[src/rtl/wsq_pkg.sv]
package wsq_pkg;

  typedef enum logic [2:0] {
    CMD_NOP   = 3'd0,
    CMD_ACT   = 3'd1,
    CMD_WRITE = 3'd2,
    CMD_MODE  = 3'd3,
    CMD_STOP  = 3'd4
  } cmd_e;

  localparam logic [2:0] LEN_ONE   = 3'b000;
  localparam logic [2:0] LEN_TWO   = 3'b001;
  localparam logic [2:0] LEN_FOUR  = 3'b010;
  localparam logic [2:0] LEN_EIGHT = 3'b011;
  localparam logic [2:0] LEN_PAGE  = 3'b111;

  typedef struct packed {
    logic       openRow;
    logic       launch;
    logic       advance;
    logic       pageWrap;
    logic [1:0] blkLog2;
  } seqStrobe_t;

endpackage

[src/rtl/wsq_ctl.sv]
module wsq_ctl
  import wsq_pkg::*;
#(
  parameter int NUM_BANKS = 4,
  parameter int T_RCD     = 3,
  localparam int BANK_W   = $clog2(NUM_BANKS),
  localparam int RCD_W    = $clog2(T_RCD + 1)
) (
  input  logic              clk,
  input  logic              rstN,
  input  logic [2:0]        cmdIn,
  input  logic [BANK_W-1:0] bankIn,
  input  logic [3:0]        modeBits,
  output seqStrobe_t        strb,
  output logic              errFlag,
  output logic              modeSingle
);

  logic [2:0] lenQ;
  logic       singleQ;
  logic [2:0] burstLeftQ;
  logic       pageQ;
  logic [1:0] blkQ;
  logic       errQ;

  logic       openQ [NUM_BANKS];
  logic [RCD_W-1:0] rcdQ [NUM_BANKS];

  logic isAct, isWrite, isMode, isStop;
  logic lenLegal, writeOk, active;

  assign isAct   = (cmdIn == CMD_ACT);
  assign isWrite = (cmdIn == CMD_WRITE);
  assign isMode  = (cmdIn == CMD_MODE);
  assign isStop  = (cmdIn == CMD_STOP);

  assign lenLegal = (modeBits[2:0] == LEN_ONE)  || (modeBits[2:0] == LEN_TWO) ||
                    (modeBits[2:0] == LEN_FOUR) || (modeBits[2:0] == LEN_EIGHT) ||
                    (modeBits[2:0] == LEN_PAGE);

  assign writeOk = isWrite && openQ[bankIn] && (rcdQ[bankIn] == RCD_W'(T_RCD));
  assign active  = (burstLeftQ != 3'd0) || pageQ;

  // per-bank open flag and row-to-column delay counter
  for (genvar b = 0; b < NUM_BANKS; b++) begin : g_bank
    always_ff @(posedge clk or negedge rstN) begin
      if (!rstN) begin
        openQ[b] <= 1'b0;
        rcdQ[b]  <= '0;
      end else if (isAct && bankIn == BANK_W'(b)) begin
        openQ[b] <= 1'b1;
        rcdQ[b]  <= RCD_W'(1);
      end else if (openQ[b] && rcdQ[b] != RCD_W'(T_RCD)) begin
        rcdQ[b]  <= rcdQ[b] + RCD_W'(1);
      end
    end
  end

  // mode register
  always_ff @(posedge clk or negedge rstN) begin
    if (!rstN) begin
      lenQ    <= LEN_ONE;
      singleQ <= 1'b0;
    end else if (isMode && lenLegal) begin
      lenQ    <= modeBits[2:0];
      singleQ <= modeBits[3];
    end
  end

  // burst progress
  always_ff @(posedge clk or negedge rstN) begin
    if (!rstN) begin
      burstLeftQ <= 3'd0;
      pageQ      <= 1'b0;
      blkQ       <= 2'd0;
    end else if (writeOk) begin
      pageQ      <= 1'b0;
      burstLeftQ <= 3'd0;
      blkQ       <= 2'd0;
      if (!singleQ) begin
        unique case (lenQ)
          LEN_TWO:   begin burstLeftQ <= 3'd1; blkQ <= 2'd1; end
          LEN_FOUR:  begin burstLeftQ <= 3'd3; blkQ <= 2'd2; end
          LEN_EIGHT: begin burstLeftQ <= 3'd7; blkQ <= 2'd3; end
          LEN_PAGE:  pageQ <= 1'b1;
          default:   ;
        endcase
      end
    end else if (isStop) begin
      burstLeftQ <= 3'd0;
      pageQ      <= 1'b0;
    end else if (active && !pageQ) begin
      burstLeftQ <= burstLeftQ - 3'd1;
    end
  end

  always_ff @(posedge clk or negedge rstN) begin
    if (!rstN) errQ <= 1'b0;
    else       errQ <= (isWrite && !writeOk) || (isMode && !lenLegal);
  end

  always_comb begin
    strb.openRow  = isAct;
    strb.launch   = writeOk;
    strb.advance  = active && !writeOk && !isStop;
    strb.pageWrap = pageQ;
    strb.blkLog2  = blkQ;
  end

  assign errFlag    = errQ;
  assign modeSingle = singleQ;

endmodule

[src/rtl/wsq_dp.sv]
module wsq_dp
  import wsq_pkg::*;
#(
  parameter int NUM_BANKS = 4,
  parameter int ROW_W     = 12,
  parameter int LAST_COL  = 511,
  parameter int DATA_W    = 8,
  localparam int BANK_W   = $clog2(NUM_BANKS),
  localparam int COL_W    = $clog2(LAST_COL + 1)
) (
  input  logic              clk,
  input  logic              rstN,
  input  seqStrobe_t        strb,
  input  logic [BANK_W-1:0] bankIn,
  input  logic [ROW_W-1:0]  rowIn,
  input  logic [COL_W-1:0]  colIn,
  input  logic [DATA_W-1:0] dataIn,
  output logic              wrEn,
  output logic [BANK_W-1:0] wrBank,
  output logic [ROW_W-1:0]  wrRow,
  output logic [COL_W-1:0]  wrCol,
  output logic [DATA_W-1:0] wrData
);

  logic [ROW_W-1:0] rowTab [NUM_BANKS];
  logic [COL_W-1:0] blkMask, nextCol;

  for (genvar b = 0; b < NUM_BANKS; b++) begin : g_row
    always_ff @(posedge clk or negedge rstN) begin
      if (!rstN)                                        rowTab[b] <= '0;
      else if (strb.openRow && bankIn == BANK_W'(b))    rowTab[b] <= rowIn;
    end
  end

  assign blkMask = (COL_W'(1) << strb.blkLog2) - COL_W'(1);

  always_comb begin
    if (strb.pageWrap)
      nextCol = (wrCol == COL_W'(LAST_COL)) ? '0 : wrCol + COL_W'(1);
    else
      nextCol = (wrCol & ~blkMask) | ((wrCol + COL_W'(1)) & blkMask);
  end

  always_ff @(posedge clk or negedge rstN) begin
    if (!rstN) begin
      wrEn   <= 1'b0;
      wrBank <= '0;
      wrRow  <= '0;
      wrCol  <= '0;
      wrData <= '0;
    end else begin
      wrEn <= strb.launch || strb.advance;
      if (strb.launch) begin
        wrBank <= bankIn;
        wrRow  <= rowTab[bankIn];
        wrCol  <= colIn;
        wrData <= dataIn;
      end else if (strb.advance) begin
        wrCol  <= nextCol;
        wrData <= dataIn;
      end
    end
  end

endmodule

[src/rtl/sdram_wr_col_seq.sv]
module sdram_wr_col_seq
  import wsq_pkg::*;
#(
  parameter int NUM_BANKS = 4,
  parameter int ROW_W     = 12,
  parameter int LAST_COL  = 511,
  parameter int DATA_W    = 8,
  parameter int T_RCD     = 3,
  localparam int BANK_W   = $clog2(NUM_BANKS),
  localparam int COL_W    = $clog2(LAST_COL + 1)
) (
  input  logic              clk,
  input  logic              rstN,
  input  logic [2:0]        cmdIn,
  input  logic [BANK_W-1:0] bankIn,
  input  logic [ROW_W-1:0]  rowIn,
  input  logic [COL_W-1:0]  colIn,
  input  logic [DATA_W-1:0] dataIn,
  output logic              wrEn,
  output logic [BANK_W-1:0] wrBank,
  output logic [ROW_W-1:0]  wrRow,
  output logic [COL_W-1:0]  wrCol,
  output logic [DATA_W-1:0] wrData,
  output logic              errFlag
);

  seqStrobe_t strb;
  logic       modeSingle;

  wsq_ctl #(.NUM_BANKS(NUM_BANKS), .T_RCD(T_RCD)) u_ctl (
    .clk       (clk),
    .rstN      (rstN),
    .cmdIn     (cmdIn),
    .bankIn    (bankIn),
    .modeBits  (colIn[3:0]),
    .strb      (strb),
    .errFlag   (errFlag),
    .modeSingle(modeSingle)
  );

  wsq_dp #(.NUM_BANKS(NUM_BANKS), .ROW_W(ROW_W), .LAST_COL(LAST_COL),
           .DATA_W(DATA_W)) u_dp (
    .clk   (clk),
    .rstN  (rstN),
    .strb  (strb),
    .bankIn(bankIn),
    .rowIn (rowIn),
    .colIn (colIn),
    .dataIn(dataIn),
    .wrEn  (wrEn),
    .wrBank(wrBank),
    .wrRow (wrRow),
    .wrCol (wrCol),
    .wrData(wrData)
  );

endmodule

[config.mk]
export PLATFORM = sky130hd
export DESIGN_NAME = sdram_wr_col_seq
export DESIGN_NICKNAME = d
export VERILOG_FILES = /design/src/rtl/wsq_pkg.sv /design/src/rtl/wsq_ctl.sv /design/src/rtl/wsq_dp.sv /design/src/rtl/sdram_wr_col_seq.sv
export SDC_FILE = /design/constraint.sdc
export NUM_CORES = 1
export LEC_CHECK = 0
export BUFFER_PORTS_ARGS = -buffer_cell sky130_fd_sc_hd__buf_2
export CORE_AREA = 2 2 92 130
export CTS_CLUSTER_SIZE = 8
export DETAILED_ROUTE_END_ITERATION = 6
export DIE_AREA = 0 0 94 132
export PLACE_DENSITY = 0.62
export SLEW_MARGIN = 15
export SYNTH_ARGS = -nofsm -noshare
export SYNTH_HDL_FRONTEND = slang
export SYNTH_SLANG_ARGS = --single-unit
[constraint.sdc]
create_clock -name clk -period 3.1 [get_ports clk]
set_clock_uncertainty 0.05 [all_clocks]
set_input_delay 0.155 -clock clk [delete_from_list [all_inputs] [get_ports clk]]
set_output_delay 0.155 -clock clk [all_outputs]
set_load 0.01 [all_outputs]
=== Yosys cells after proc, flatten, opt, wreduce, memory -nomap -nowiden ===
Cells that the tools add are included.

* Bits in registers: 103
* Input port bits: 36
* Output and inout port bits: 33
* Logic and storage cells: 129

* Add/subtract/negate cells: 7
* Order comparisons: 1
* Equal/unequal tests: 21
* Shift operators: 1
* Muxes and demuxes: 34
* Bitwise operators: 5
* Reductions and logical operators: 37

{| class="wikitable"
|+ Operators with widths
! kind !! number
|-
| 2-to-1 mux 9 bit || 4
|-
| binary-select mux 12 bit (select 2 bit) || 1
|-
| 2-to-1 mux 12 bit || 2
|-
| 2-to-1 mux 2 bit || 11
|-
| AND 9 bit || 2
|-
| == test 3 x 2 -> 1 bit (second input constant) || 6
|-
| logical AND 1 bit || 16
|-
| 2-to-1 mux 8 bit || 2
|-
| 2-to-1 mux 3 bit || 4
|-
| nonzero test 2 bit || 6
|-
| adder 9 x 1 -> 9 bit (second input constant) || 1
|-
| == test 3 x 1 -> 1 bit (second input constant) || 3
|-
| == test 3 bit (second input constant) || 3
|-
| == test 9 bit (second input constant) || 1
|-
| inverter 9 bit || 1
|-
| OR 9 bit || 1
|-
| case mux 3 bit (3 select lines) || 1
|-
| left shift 1 x 2 -> 9 bit (first input constant) || 1
|-
| subtractor 9 x 2 -> 9 bit (second input constant) || 1
|-
| adder 2 x 1 -> 2 bit (second input constant) || 4
|-
| != test 2 bit (second input constant) || 4
|-
| logical OR 1 bit || 7
|-
| == test 2 bit (second input constant) || 3
|-
| 2-to-1 mux 1 bit || 6
|-
| 11 further kinds || 15
|}

=== Longest topological paths before layout ===
* Depth in word-level cells: 11
* Depth in mapped cells: 8
* Mapped depth without buffers: 8

=== By module ===
Synthesis repeated with hierarchy kept, for this count alone.

* Cell total of the unflattened synthesis: 376
* Area total of the unflattened synthesis: 4,924.7 µm²

{| class="wikitable"
|+ Modules (own cells, without submodules)
! module !! instances !! cells an instance !! area an instance (µm²)
|-
| wsq_dp || 1 || 256 || 3,671.0
|-
| wsq_ctl || 1 || 120 || 1,253.7
|}

=== Least setup slack after synthesis ===
Ideal clock, no wire load.

* Kind: register to register
* From: register u_dp.wrCol[0]
* To: register with a tool-made name
* Library setup time: 0.127 ns
* Data arrival time: 2.040 ns
* Data required time: 2.923 ns
* Setup slack: 0.882 ns
* Cell stages (with the launch flop): 9
* Cells stage by stage: dfrtp_1 ha_1 nand4_1 nor3_1 ha_1 a32oi_1 a2111oi_0 o22ai_1 mux2_1

{| class="wikitable"
|+ RTL lines
! item !! line !! RTL
|-
| start, declared || wsq_dp.sv:21 || <nowiki>output logic [COL_W-1:0] wrCol,</nowiki>
|-
| start signal, assigned || wsq_dp.sv:56 || <nowiki>wrCol <= colIn;</nowiki>
|-
| start signal, assigned || wsq_dp.sv:59 || <nowiki>wrCol <= nextCol;</nowiki>
|}

=== Worst setup path in the final report ===
* From: register u_ctl.burstLeftQ[0]
* To: register u_dp.wrData[4]

* Word-level cells in the longest chain between the ends: 5

{| class="wikitable"
|+ RTL lines
! item !! line !! RTL
|-
| start, declared || wsq_ctl.sv:21 || <nowiki>logic [2:0] burstLeftQ;</nowiki>
|-
| start signal, assigned || wsq_ctl.sv:93 || <nowiki>burstLeftQ <= burstLeftQ - 3'd1;</nowiki>
|-
| nonzero test 3 bit || wsq_ctl.sv:42 || <nowiki>assign active = (burstLeftQ != 3'd0) || pageQ;</nowiki>
|-
| logical OR 1 bit || wsq_ctl.sv:42 ||
|-
| logical AND 1 bit (2 in a row) || wsq_ctl.sv:105 || <nowiki>strb.advance = active && !writeOk && !isStop;</nowiki>
|-
| nonzero test 2 bit (no source line) || n/a ||
|-
| end signal, assigned || wsq_dp.sv:57 || <nowiki>wrData <= dataIn;</nowiki>
|-
| end signal, assigned || wsq_dp.sv:60 || <nowiki>wrData <= dataIn;</nowiki>
|-
| end, declared || wsq_dp.sv:22 || <nowiki>output logic [DATA_W-1:0] wrData</nowiki>
|}

No other way between the ends.
A chain may end at the register's enable or synchronous reset.

==> flow_metrics.tcl <==
set metrics [dict create \
    outcome "finished clean" \
    worst_setup_path_start_kind "flip-flop" \
    synth-edff-count 0 \
    pre_cts_ws_ns 0.664 \
    layout.nets 503 \
    switching_share_pct 31.3 \
    grt_max_degree 65 \
    cp-end-kind "flip-flop" \
    finalSetupTns_ns 0 \
    syn_inst 378 \
    cp_max_fo 9 \
    numPortBuffers 68 \
    die_w_um 94 \
    worst_ep_required_time_ns 3.28 \
    whs_endpoint "u_dp.wrCol[7]" \
    startpoint "u_ctl.burstLeftQ[0]" \
    clk_latency_ns 0.34 \
    floorplan.initialDensity_pct 44.1 \
    synthFlopType "dfrtp_1" \
    postCtsSetupRepairBufs 0 \
    overflow 0 \
    dieArea_sq_um 12400 \
    relSlewSlack_pct 38.6 \
    hold_start "colIn[7]" \
    vias 3421 \
    arrival_ns 2.64 \
    drv_cap 0 \
    core_sq_um 11200 \
    synthesis.area_sq_um 4950 \
    power_frac_clock_pct 25.0 \
    crit_top_cell "ha_1" \
    grt_first_pass_wirelength_mm 18.0 \
    avgSynthCellArea_sq_um 13.1 \
    combPwrFrac_pct 31.2 \
    cp_cell_sequence "inv_1, ha_1, ha_1, nor2b_1, nor2_1, nor3_4, mux2_2" \
    power_switching_w 0.00148 \
    tightest_slew_ns 0.921 \
    hold_viol 0 \
    min_delay_path_depth 2 \
    power.total_w 0.00472 \
    leakage_nw 2.68 \
    reg2regPathDepth 7 \
    syn2layout_area_growth_pct 18.3 \
    cts_buffer_depth 2 \
    slowest_stage "nor2b_1" \
    synth-seq-area-share_pct 52.0 \
    crit_type "reg -> reg" \
    rsz0062_at_grt "no" \
    final_util_pct 52.2 \
    ys_ff_latch 103 \
    grt_antenna_before_repair 0 \
    diodes 0 \
    synthArstFlopShare_pct 100 \
    gp_congestion 0.848 \
    report.final.slew_viol_count 0 \
    layout_commonest_cell "dfrtp_1" \
    h-tree-depth 3 \
    row_count 46 \
    cts_buffers 9 \
    final_cell_mix "dfrtp_1, buf_2, mux2_2" \
    synth_warnings 0 \
    drc 0 \
    clkTransAtPathRegs_ns 0.07 \
    cts_tree "built" \
    dpl.hpwl_mm 7.62 \
    io_pins 69 \
    clock_sinks 103 \
    cts_root_buffer "clkbuf_16" \
    grt.total_usage_pct 18.7 \
    rr_endpoint "u_dp.wrData[4]" \
    setup_slack_ns 0.642 \
    power.density_nw_per_um2 805 \
    r2r-start "u_ctl.burstLeftQ[0]" \
    drt_wl_total_mm 10.9 \
    timing.fmax_ghz 0.407 \
    p_int_w 0.00324 \
    drive_above_1_share_pct 39.6 \
    viasPerCell 5.65 \
    hp-class "in -> reg" \
    post-route-period-util_pct 79.3 \
    min_period_ns 2.46 \
    first_pass_iters 4 \
    ant_nets 0 \
    synth_nets 423 \
    post_drt_wl_per_cell_um 18.0 \
    synth_cell_types 60 \
    peakVddDrop_uv 459 \
    grt_pass1_vias 3564 \
    reg2reg_slack_ns 0.64 \
    setup_viol 0 \
    drt_iter0_markers 121 \
    max_stage_delay_ns 0.52 \
    p_seq_share_pct 43.8 \
    die_h_um 132 \
]
[power by group through the flow]
stage          Sequential [W]  Clock, W  Combinational [W]
2_1_floorplan         0.00208         0           0.000997
3_3_place_gp          0.00206         0            0.00144
3_5_place_dp          0.00209         0            0.00147
4_1_cts               0.00206   0.00121            0.00149
5_1_grt               0.00213   0.00126            0.00165
6_report              0.00207   0.00118            0.00147
[metal layers]
layer | GRT usage (%) | up-vias | routed length, um
li1 | - | 1564 | -
met3 | 3.66 | 18 | 486
met1 | 23.0 | 1741 | 4500
met4 | 8.45 | 0 | 235
met2 | 31.3 | 98 | 5690
met5 | 0 | - | 0
[through the flow]
stage | hold WS, ns | area, sq um | cells
after global routing | 0.000862 | 5860 | 606
after CTS | 0.000406 | 5860 | 606
after global placement | 0.268 | 5450 | 581
after floorplan | -0.191 | 4950 | 378
final | 0.0103 | 5860 | 606
after detailed placement | 0.274 | 5450 | 581
[cell usage after synthesis, types with 2 or more instances]
cell type | n | area share [%]
a211o_1 | 2 | 0.35
a21oi_1 | 7 | 0.71
a31oi_1 | 3 | 0.38
and2_1 | 2 | 0.25
and3_1 | 4 | 0.51
buf_2 | 8 | 0.81
buf_6 | 3 | 0.68
clkbuf_1 | 3 | 0.23
dfrtp_1 | 103 | 52
ha_1 | 9 | 2.3
inv_1 | 12 | 0.91
mux2_1 | 5 | 1.1
mux2_2 | 62 | 14
mux2_4 | 7 | 2.1
mux2i_1 | 8 | 1.6
mux4_2 | 12 | 5.5
nand2_1 | 11 | 0.83
nand2b_1 | 5 | 0.63
nand3_1 | 11 | 1.1
nand3b_1 | 2 | 0.30
nand4_1 | 6 | 0.76
nand4b_1 | 2 | 0.35
nor2_1 | 13 | 0.99
nor2b_1 | 7 | 0.88
nor3_1 | 2 | 0.20
nor3b_1 | 2 | 0.30
o211ai_1 | 2 | 0.30
o21ai_0 | 21 | 2.1
o22ai_1 | 2 | 0.25
o31ai_1 | 3 | 0.45
or2_2 | 4 | 0.51
or3b_1 | 2 | 0.35
or4_1 | 2 | 0.30
xnor2_1 | 5 | 0.88
[worst max-delay path, delay by kind of cell (launching register included)]
kind | cells | cell delay [ns]
buffers and inverters | 1 | 0.08
adder cells (fa/ha/maj) | 2 | 0.32
multiplexers | 1 | 0.39
flip-flops | 1 | 0.36
AND/OR/NAND/NOR | 3 | 1.14
[layout make-up]
cell class	instances	area, sq um
inverter	12	45.0
multi-input combinational	247	2230
clock buffer	12	267
tap	144	180
clock inverter	3	50.0
fill	994	5360
sequential	103	2580
timing repair buffer	85	508
[timing repair]
item | 4_1_cts | 5_1_grt
hold endpoints to repair | 72 | 0
resized for setup | 0 | 0
hold buffers | 10 | 0
[registers in the layout, indices dropped and copies added, names as in the netlist, named ones only]
name              cells
u_ctl.blkQ            2
u_ctl.modeSingle      1
u_dp.wrCol            4
u_dp.wrEn             1
u_dp.wrBank           2
u_ctl.openQ           4
u_ctl.burstLeftQ      3
u_dp.rowTab          48
u_ctl.lenQ            3
u_dp.wrRow           12
u_ctl.errFlag         1
u_ctl.rcdQ            8
u_ctl.pageQ           1
u_dp.wrData           8
[how the worst max path moves through the flow]
stage	endpoint	slack (ns)	depth (start not counted)
floorplan	flip-flop	0.88	8
global placement	u_dp.wrData[7]	0.69	7
detailed placement	u_dp.wrData[7]	0.66	7
CTS	u_dp.wrData[7]	0.64	7
global route	flip-flop	0.42	8
finish	u_dp.wrData[4]	0.64	7
[cells by family after synthesis]
group           count (synthesis)  share of synthesized area [%]
fa+ha+maj                       9                           2.27
flops                         103                           52.0
buf+inv                        28                           2.85
xor+xnor                        5                          0.884
mux                            94                           24.4
simple gates                   83                           9.78
compound gates                 56                           7.75
(Power assumes the default switching activity.)
